===== src/rtl/sfq_pkg.sv =====
package sfq_pkg;
  parameter int REG_W  = 5;
  parameter int DATA_W = 32;
  parameter int IDX_W  = 8;

  typedef enum logic [1:0] {
    TAG_ADD    = 2'd0,
    TAG_BRANCH = 2'd1,
    TAG_LOAD   = 2'd2,
    TAG_STORE  = 2'd3
  } tag_e;

  typedef struct packed {
    tag_e              tag;
    logic [REG_W-1:0]  dst;
    logic [DATA_W-1:0] opA;
    logic [DATA_W-1:0] opB;
  } entry_t;

  // strobes from control to storage
  typedef struct packed {
    logic             wrEn;
    logic [IDX_W-1:0] wrIdx;
    logic [IDX_W-1:0] rdIdx;
  } strobe_t;

  function automatic logic writesReg(entry_t e);
    return (e.tag == TAG_ADD) || (e.tag == TAG_LOAD);
  endfunction
endpackage


===== src/rtl/sfq_ctrl.sv =====
module sfq_ctrl #(
  parameter int DEPTH = 2,
  localparam int CNT_W = $clog2(DEPTH + 1)
) (
  input  logic                  clk,
  input  logic                  rstN,
  input  logic                  enqEn,
  input  logic                  deqEn,
  input  logic                  clearEn,
  output logic                  enqRdy,
  output logic                  deqRdy,
  output sfq_pkg::strobe_t      strobes,
  output logic [DEPTH-1:0]      liveMask,
  output logic [CNT_W-1:0]      fillCount
);
  import sfq_pkg::*;

  logic [IDX_W-1:0] headIdx, tailIdx;
  logic [CNT_W-1:0] count;
  logic isFull, notEmpty, deqFire, enqFire;

  function automatic logic [IDX_W-1:0] bump(logic [IDX_W-1:0] idx);
    return (int'(idx) == DEPTH - 1) ? '0 : idx + 1'b1;
  endfunction

  assign isFull   = (int'(count) == DEPTH);
  assign notEmpty = (count != '0);
  assign deqRdy   = notEmpty;
  // consumer side acts first; clear blocks the producer
  assign deqFire  = deqEn && notEmpty && !clearEn;
  assign enqRdy   = (!isFull || deqEn) && !clearEn;
  assign enqFire  = enqEn && enqRdy;

  always_ff @(posedge clk or negedge rstN) begin
    if (!rstN) begin
      headIdx <= '0;
      tailIdx <= '0;
      count   <= '0;
    end else if (clearEn) begin
      headIdx <= '0;
      tailIdx <= '0;
      count   <= '0;
    end else begin
      if (deqFire) headIdx <= bump(headIdx);
      if (enqFire) tailIdx <= bump(tailIdx);
      case ({enqFire, deqFire})
        2'b10:   count <= count + 1'b1;
        2'b01:   count <= count - 1'b1;
        default: count <= count;
      endcase
    end
  end

  always_comb begin
    strobes.wrEn  = enqFire;
    strobes.wrIdx = tailIdx;
    strobes.rdIdx = headIdx;
  end

  // slots visible to the search after the consumer's actions
  for (genvar i = 0; i < DEPTH; i++) begin : g_live
    always_comb begin
      int off;
      off = (i >= int'(headIdx)) ? i - int'(headIdx) : i + DEPTH - int'(headIdx);
      liveMask[i] = !clearEn && (off < int'(count)) && !(deqFire && off == 0);
    end
  end

  assign fillCount = count;
endmodule


===== src/rtl/sfq_store.sv =====
module sfq_store #(
  parameter int DEPTH = 2,
  localparam int PTR_W = $clog2(DEPTH)
) (
  input  logic                          clk,
  input  sfq_pkg::strobe_t              strobes,
  input  sfq_pkg::entry_t               wrData,
  input  logic [sfq_pkg::REG_W-1:0]     findReg,
  input  logic [DEPTH-1:0]              liveMask,
  output sfq_pkg::entry_t               headData,
  output logic                          findHit
);
  import sfq_pkg::*;

  entry_t slots [DEPTH];
  logic [DEPTH-1:0] hitVec;

  always_ff @(posedge clk) begin
    if (strobes.wrEn) slots[strobes.wrIdx[PTR_W-1:0]] <= wrData;
  end

  assign headData = slots[strobes.rdIdx[PTR_W-1:0]];

  for (genvar i = 0; i < DEPTH; i++) begin : g_cmp
    assign hitVec[i] = liveMask[i] && writesReg(slots[i]) && (slots[i].dst == findReg);
  end

  assign findHit = |hitVec;
endmodule


===== src/rtl/searchable_pipe_fifo.sv =====
module searchable_pipe_fifo #(
  parameter int DEPTH = 2
) (
  input  logic                        clk,
  input  logic                        rstN,
  input  logic                        enqEn,
  input  logic [1:0]                  enqTag,
  input  logic [sfq_pkg::REG_W-1:0]   enqDst,
  input  logic [sfq_pkg::DATA_W-1:0]  enqOpA,
  input  logic [sfq_pkg::DATA_W-1:0]  enqOpB,
  output logic                        enqRdy,
  input  logic                        deqEn,
  output logic                        deqRdy,
  output logic [1:0]                  firstTag,
  output logic [sfq_pkg::REG_W-1:0]   firstDst,
  output logic [sfq_pkg::DATA_W-1:0]  firstOpA,
  output logic [sfq_pkg::DATA_W-1:0]  firstOpB,
  input  logic                        clearEn,
  input  logic [sfq_pkg::REG_W-1:0]   findReg,
  output logic                        findHit
);
  import sfq_pkg::*;
  localparam int CNT_W = $clog2(DEPTH + 1);

  strobe_t          strobes;
  logic [DEPTH-1:0] liveMask;
  logic [CNT_W-1:0] fillCount;
  entry_t           wrData, headData;

  always_comb begin
    wrData.tag = tag_e'(enqTag);
    wrData.dst = enqDst;
    wrData.opA = enqOpA;
    wrData.opB = enqOpB;
  end

  sfq_ctrl #(.DEPTH(DEPTH)) u_ctrl (
    .clk(clk), .rstN(rstN), .enqEn(enqEn), .deqEn(deqEn), .clearEn(clearEn),
    .enqRdy(enqRdy), .deqRdy(deqRdy), .strobes(strobes),
    .liveMask(liveMask), .fillCount(fillCount)
  );

  sfq_store #(.DEPTH(DEPTH)) u_store (
    .clk(clk), .strobes(strobes), .wrData(wrData), .findReg(findReg),
    .liveMask(liveMask), .headData(headData), .findHit(findHit)
  );

  assign firstTag = headData.tag;
  assign firstDst = headData.dst;
  assign firstOpA = headData.opA;
  assign firstOpB = headData.opB;
endmodule


===== config.mk =====
export PLATFORM = sky130hd
export DESIGN_NAME = searchable_pipe_fifo
export DESIGN_NICKNAME = d
export VERILOG_FILES = /design/src/rtl/sfq_pkg.sv /design/src/rtl/sfq_ctrl.sv /design/src/rtl/sfq_store.sv /design/src/rtl/searchable_pipe_fifo.sv
export SDC_FILE = /design/constraint.sdc
export NUM_CORES = 1
export LEC_CHECK = 0
export ABC_AREA = 1
export ABC_CLOCK_PERIOD_IN_PS = 5800
export BUFFER_PORTS_ARGS = -buffer_cell sky130_fd_sc_hd__buf_2
export CORE_UTILIZATION = 25
export CTS_BUF_LIST = sky130_fd_sc_hd__clkbuf_16
export CTS_CLUSTER_DIAMETER = 120
export DETAILED_ROUTE_END_ITERATION = 8
export SLEW_MARGIN = 20
export SYNTH_ARGS = -nofsm -noshare
export SYNTH_HDL_FRONTEND = slang
export SYNTH_SLANG_ARGS = --single-unit

===== constraint.sdc =====
create_clock -name clk -period 5.8 [get_ports clk]
set_clock_uncertainty 0.2 [all_clocks]
set_input_delay 0.58 -clock clk [delete_from_list [all_inputs] [get_ports clk]]
set_output_delay 0.58 -clock clk [all_outputs]
set_load 0.02 [all_outputs]

# Yosys cells after proc, flatten, opt, wreduce, memory -nomap -nowiden
# Memory sizes are Yosys's and may differ from the RTL's.
# Index checks and enable logic that the tools add are counted.
[totals]
n_memories = 1
reg_bits = 18
ram_bits = 142
out_inout_bits = 74
latch_bits = 0
mem_bits_ro = 0
[classes]
n_bitwise = 0
n_mux = 12
div = 0
magnitude_cmp = 4
n_eq_ne = 9
reduce_logical = 30
n_addsub = 8
shift = 0
n_mul = 0
[mem_list]
columns = ["name", "words", "word_bits", "rd", "rd_clocked_by_memory_dff", "write_ports", "line", "text"]
rows = [
  ["u_store.slots", 2, 71, 3, 0, 1, "sfq_store.sv:15", "entry_t slots [DEPTH];"],
]
[ops]
columns = ["op", "count"]
rows = [
  ["$logic_not 32->1", 2],
  ["$lt 32x3->1", 2],
  ["$mux 32", 2],
  ["$mux 8", 6],
  ["$sub 1x8->9 const A", 2],
  ["$sub 2x8->9 const A", 2],
  ["$add 8x1->8 const B", 2],
  ["$eq 8x2->1 const B", 2],
  ["$ge 1x8->1 const A", 2],
  ["$logic_and 1x1->1", 14],
  ["$eq 5x5->1", 2],
  ["$eq 2x2->1 const B", 4],
  ["$reduce_bool 2->1", 3],
  ["$logic_not 1->1", 4],
  ["$logic_not 2->1", 2],
  ["$pmux 2 s2", 1],
  ["$logic_or 1x1->1", 3],
  ["$reduce_bool 3->1", 1],
  ["$add 2x1->2 const B", 1],
  ["$eq 2x1->1 const B", 1],
  ["$mux 1", 2],
  ["$mux 2", 1],
  ["$reduce_or 2->1", 1],
  ["$sub 2x1->2 const B", 1],
]

# Logic depth before layout (Yosys ltp)
[depth]
word_depth = 9
depth_mapped = 20
ltp_nobuf = 19

# By module
# Synthesis repeated with hierarchy kept, for this count alone.
[hier_totals]
hier_cells = 506
area_unflattened_um2 = 7073.0
[by_module_without_submodules]
columns = ["module", "cells_each", "area_each_um2", "n_inst", "seq_area_each_um2"]
rows = [
  ["sfq_store", 285, 5512.8, 1, 4264.1],
  ["sfq_ctrl", 221, 1560.2, 1, 450.4],
]

# Worst setup path before layout
# No wires, ideal clock.
[synth_path]
path_type = "in2reg"
from = "input clearEn"
to = "memory u_store.slots[0][0] (netlist bit) (enable)"
path_stages = 5
arrival_time_ps = 3977
setup_time_ps = 500
t_required_ps = 5100
path_slack_ps = 1122
cell_sequence = "inv_1 > o31ai_1 > inv_2 > nand2_2 > nor2_1"
[synth_between]
elab_chain_cells = 5
[synth_lines]
columns = ["element", "line", "text"]
rows = [
  ["start, declared", "searchable_pipe_fifo.sv:18", "input logic clearEn,"],
  ["$logic_not 1->1", "sfq_ctrl.sv:31", "assign enqRdy = (!isFull || deqEn) && !clearEn;"],
  ["$logic_and 1x1->1", "sfq_ctrl.sv:31", ""],
  ["named net enqRdy", "searchable_pipe_fifo.sv:11", "output logic enqRdy,"],
  ["$logic_and 1x1->1", "sfq_ctrl.sv:32", "assign enqFire = enqEn && enqRdy;"],
  ["$mux 1", "sfq_store.sv:19", "if (strobes.wrEn) slots[strobes.wrIdx[PTR_W-1:0]] <= wrData;"],
  ["$mux 1 (not written as such)", "sfq_store.sv:19", ""],
  ["end, declared", "sfq_store.sv:15", ""],
]
# The timed path passes the listed nets, and every way through them passes these cells.

# Worst setup path in the final report
[layout_path]
from = "register u_ctrl.headIdx[0]"
to = "output findHit"
[layout_between]
elab_chain_cells = 9
[layout_lines]
columns = ["element", "line", "text"]
rows = [
  ["start, declared", "sfq_ctrl.sv:18", "logic [IDX_W-1:0] headIdx, tailIdx;"],
  ["start signal, assigned", "sfq_ctrl.sv:44", "if (deqFire) headIdx <= bump(headIdx);"],
  ["parallel branches: the longest is 8 deep, another holds $lt 32x3->1", "--", ""],
  ["$reduce_or 2->1 *", "sfq_store.sv:28", "assign findHit = |hitVec;"],
  ["end, declared", "searchable_pipe_fifo.sv:20", "output logic findHit"],
]
# Every way passes the cells marked *.

==> implementation parameters <==
Parameter                              Value

Status
  Result of the run    finished, final reports clean

Route
  Vias per cell    4.220
  Top Metal Used    met5
  Met1 routed wirelength after detailed routing    7.401 mm
  Amount of wire on met2 after detailed routing    7.762 mm
  Initial DRT Pass Iterations    5
  Number of violations reported at the end of detailed-routing iteration 0    264
  Met3 layer wire length in the routed design    1.225 mm
  Post-route antenna net violation count    0
  Number of design rule violations left after detail routing    0
  Total routed wirelength    16.53 mm
  Average wire per standard cell    14.45 um
  Via Count    4,828

Setup path
  Cell with the most instances on the worst path    nand2_1
  Kind of cell adding the most delay to the critical path    buffers and inverters
  Maximum fanout along the worst path    57
  Critical-path top delay cell    dfrtp_2
  Cells along the critical path    buf_4, nor2_2, nand2_4, nand2_4, nand3_1, nand2_1, ha_1, a21oi_1, nand2_1, nor2_1, nand2_1, inv_1, nand2_1, nand2_1, nand2_1, a21oi_2, buf_2
  Type of element launching the critical path    flop
  Critical Path End Type    output port
  Data arrival time of the critical path    3.33 ns
  Critical path start-end classification    flop to output port
  Bufs and invs on worst path    3
  Delay of the slowest critical-path stage    0.70 ns
  Critical path data required time    5.02 ns

Timing
  Finish-stage setup viols    0
  Total count of max-transition violations in the final report    0
  Maximum operating frequency    243.1 MHz
  Final total negative setup slack    0 ns
  Unrepaired setup endpoints after global routing    no
  PnR worst setup slack    1.686 ns
  Crit share post-route    70.93%
  Measured slew at the worst slew-check pin    1.021 ns
  Fin. Hold Viols    0
  Min Tclk post-route    4.114 ns
  Headroom to the max-slew limit    31.91%

Clocking
  Maximum level of the CTS H-tree    4
  Sinks on Clock Net    160
  Worst skew pair latency    0.41 ns
  Resize count post-CTS    0
  TritonCTS clock tree    yes
  CTS clock-pin slew for the worst setup and hold paths    0.08 ns
  Maximum buffer depth of the clock tree    2
  Clock buffer count from CTS    17
  Clock tree root driver cell    clkbuf_16

Layout
  Fraction of layout instances using a drive strength above 1    26.90%
  Post-route cell area    0.008655 sq mm
  Count of inserted antenna diode cells    0
  Final layout net count    883
  Final cell count without fillers    1,144
  Area Overhead vs Synth    25.74%

Die
  Die X    167.9 um
  IO Count    155
  Initial Util    25.54%
  Core area    0.02695 sq mm
  Die outline area    0.02820 sq mm
  FP Rows    60
  Die span in y    167.9 um

Synthesis
  Arithmetic-cell share of the synthesized area counting full adders, half adders and majority gates    2.181%
  Number of storage elements in the synthesis netlist    160
  Most numerous cell in the Yosys netlist    nand2_1
  Mean instance size in the synthesized netlist    10.94 sq um
  Number of instances in the synthesized netlist    629
  Most frequent cells after synthesis    269 x nand2_1, 142 x edfxtp_1, 35 x inv_1, 23 x nand3_1
  Combinational family with the most area after synthesis    simple AND/OR/NAND/NOR gates
  Number of enable-type register cells in the synthesized netlist    142
  Portion of synthesized cell area occupied by the leading cell type    61.95%
  Most frequently used flop master after synthesis    edfxtp_1
  Largest area contributor in the netlist    edfxtp_1
  Simple-Gate Fraction of Synth Area    20.07%
  Distinct cells, synth    35
  Compound-Gate Fraction of Synth Area    4.108%
  Number of nets in the synthesized netlist    722
  Post-synthesis instance area    0.006883 sq mm
  Proportion of synthesized flip-flops having asynchronous set or reset    11.25%
  Share of cell area taken by muxes after synthesis    0%
  Sequential area share after synthesis    68.50%
  Main area contributors after synthesis    edfxtp_1 62%, nand2_1 15%, dfrtp_1 6.5%
  Xor/xnor cell area share of the yosys netlist    1.527%
  Count of synthesis-stage warnings from yosys    0

Power and ir drop
  Static leakage    3.725 nW
  Peak supply drop    0.1613 mV
  Areal power density over the cells    381.0 mW/mm^2

Flow run
  Reported max-cap violation count    0

Global routing
  Global-route wire length before repair    26.24 mm
  Congestion Overflow GR    0
  Initial antenna violation count    1
  Total Routing Usage GR    12.14%
  Via count of the first global-routing pass    4,965
  Largest net degree at the start of global routing    76

Placement
  Final HPWL from detailed placement    10.95 mm
  Total of buffers placed on input and output ports    154
  Post-placement setup slack    2.051 ns
  Routability cong.    0.8643
  DP Cell Count    1,111
  Cell area reported after detailed placement    0.008046 sq mm

Hold path
  Class of the worst hold path    input port to flop
==> cells in the final DEF, fill, tap and decap left out, drive strengths merged, types with 2 or more instances in the layout <==
master  instances
buf           159
o22ai          11
xnor2           3
a21oi           6
clkinv          6
clkbuf         17
nand4           9
dfrtp          18
inv            51
nor2           24
ha             12
nand3          23
edfxtp        142
xor2            9
nand2         275
nor3            4
o21ai          22
o31ai           2
==> per-stage QoR <==
step / utilization [%] / hold slack (ns) / power (mW)
after global routing: 32.11 / 0.1164 / 3.468
after detailed placement: 29.86 / 0.3533 / 2.204
after floorplan: - / 0.08441 / 1.917
after CTS: 32.11 / 0.1164 / 3.353
after global placement: 29.86 / 0.3316 / 2.200
final: 32.11 / 0.1453 / 3.297
==> per-layer routing <==
layer / track usage (%) / up-vias
met5: 0 / -
met4: 3.590 / 2
met3: 4.466 / 13
met2: 20.00 / 119
met1: 14.80 / 2251
li1: - / 2443
==> cell type report <==
cell class              count  area [sq um]
repair buffers            160         818.3
well taps                 341         426.7
clock inverters            15         172.7
inverters                  43         161.4
multi-input cells         408          1934
clock buffers              17         425.4
flip-flops and latches    160          4716
fillers                  2724         18300
==> worst paths after layout <==
path	from	to	slack, ns	depth (start not counted)
hold reg to reg	u_ctrl.tailIdx[7]$_DFFE_PN0P_	u_ctrl.tailIdx[7]$_DFFE_PN0P_	0.37	2
setup reg to reg	u_ctrl.headIdx[0]$_DFFE_PN0P_	u_ctrl.headIdx[6]$_DFFE_PN0P_	3.19	6
setup / recovery	u_ctrl.headIdx[0]$_DFFE_PN0P_	findHit	1.69	17
max in group asynchronous	rstN	u_ctrl.headIdx[0]$_DFFE_PN0P_	4.52	2
hold / removal	enqOpB[27]	u_store.slots[1][27]$_DFFE_PP_	0.15	1
min in group asynchronous	rstN	u_ctrl.tailIdx[5]$_DFFE_PN0P_	0.48	2
==> what timing repair did <==
action | CTS | global route
setup buffers | 0 | 0
hold buffers | 1 | 0
setup endpoints to repair | 0 | 0
endpoints found under the hold margin | 18 | 0
==> where the power goes <==
group          internal (mW)  leakage [nW]  switching [mW]
clock                  0.617         0.294           0.516
combinational          0.235          1.88           0.550
sequential              1.34          1.55          0.0381
total                   2.19          3.73            1.10
==> sequential cells by signal (all words and copies together) (netlist names) <==
name and flops:
u_ctrl.headIdx 8, u_store.slots 142, u_ctrl.fillCount 2, u_ctrl.tailIdx 8
==> cell families after synthesis <==
group                      count (synthesis)
AOI/OAI and AO/OA                         47
xor gates and xnor gates                  12
adders and majority gates                 12
buffers and inverters                     61
DFF                                      160
and+or+nand+nor                          337
Power figures use the tool's default switching activity.
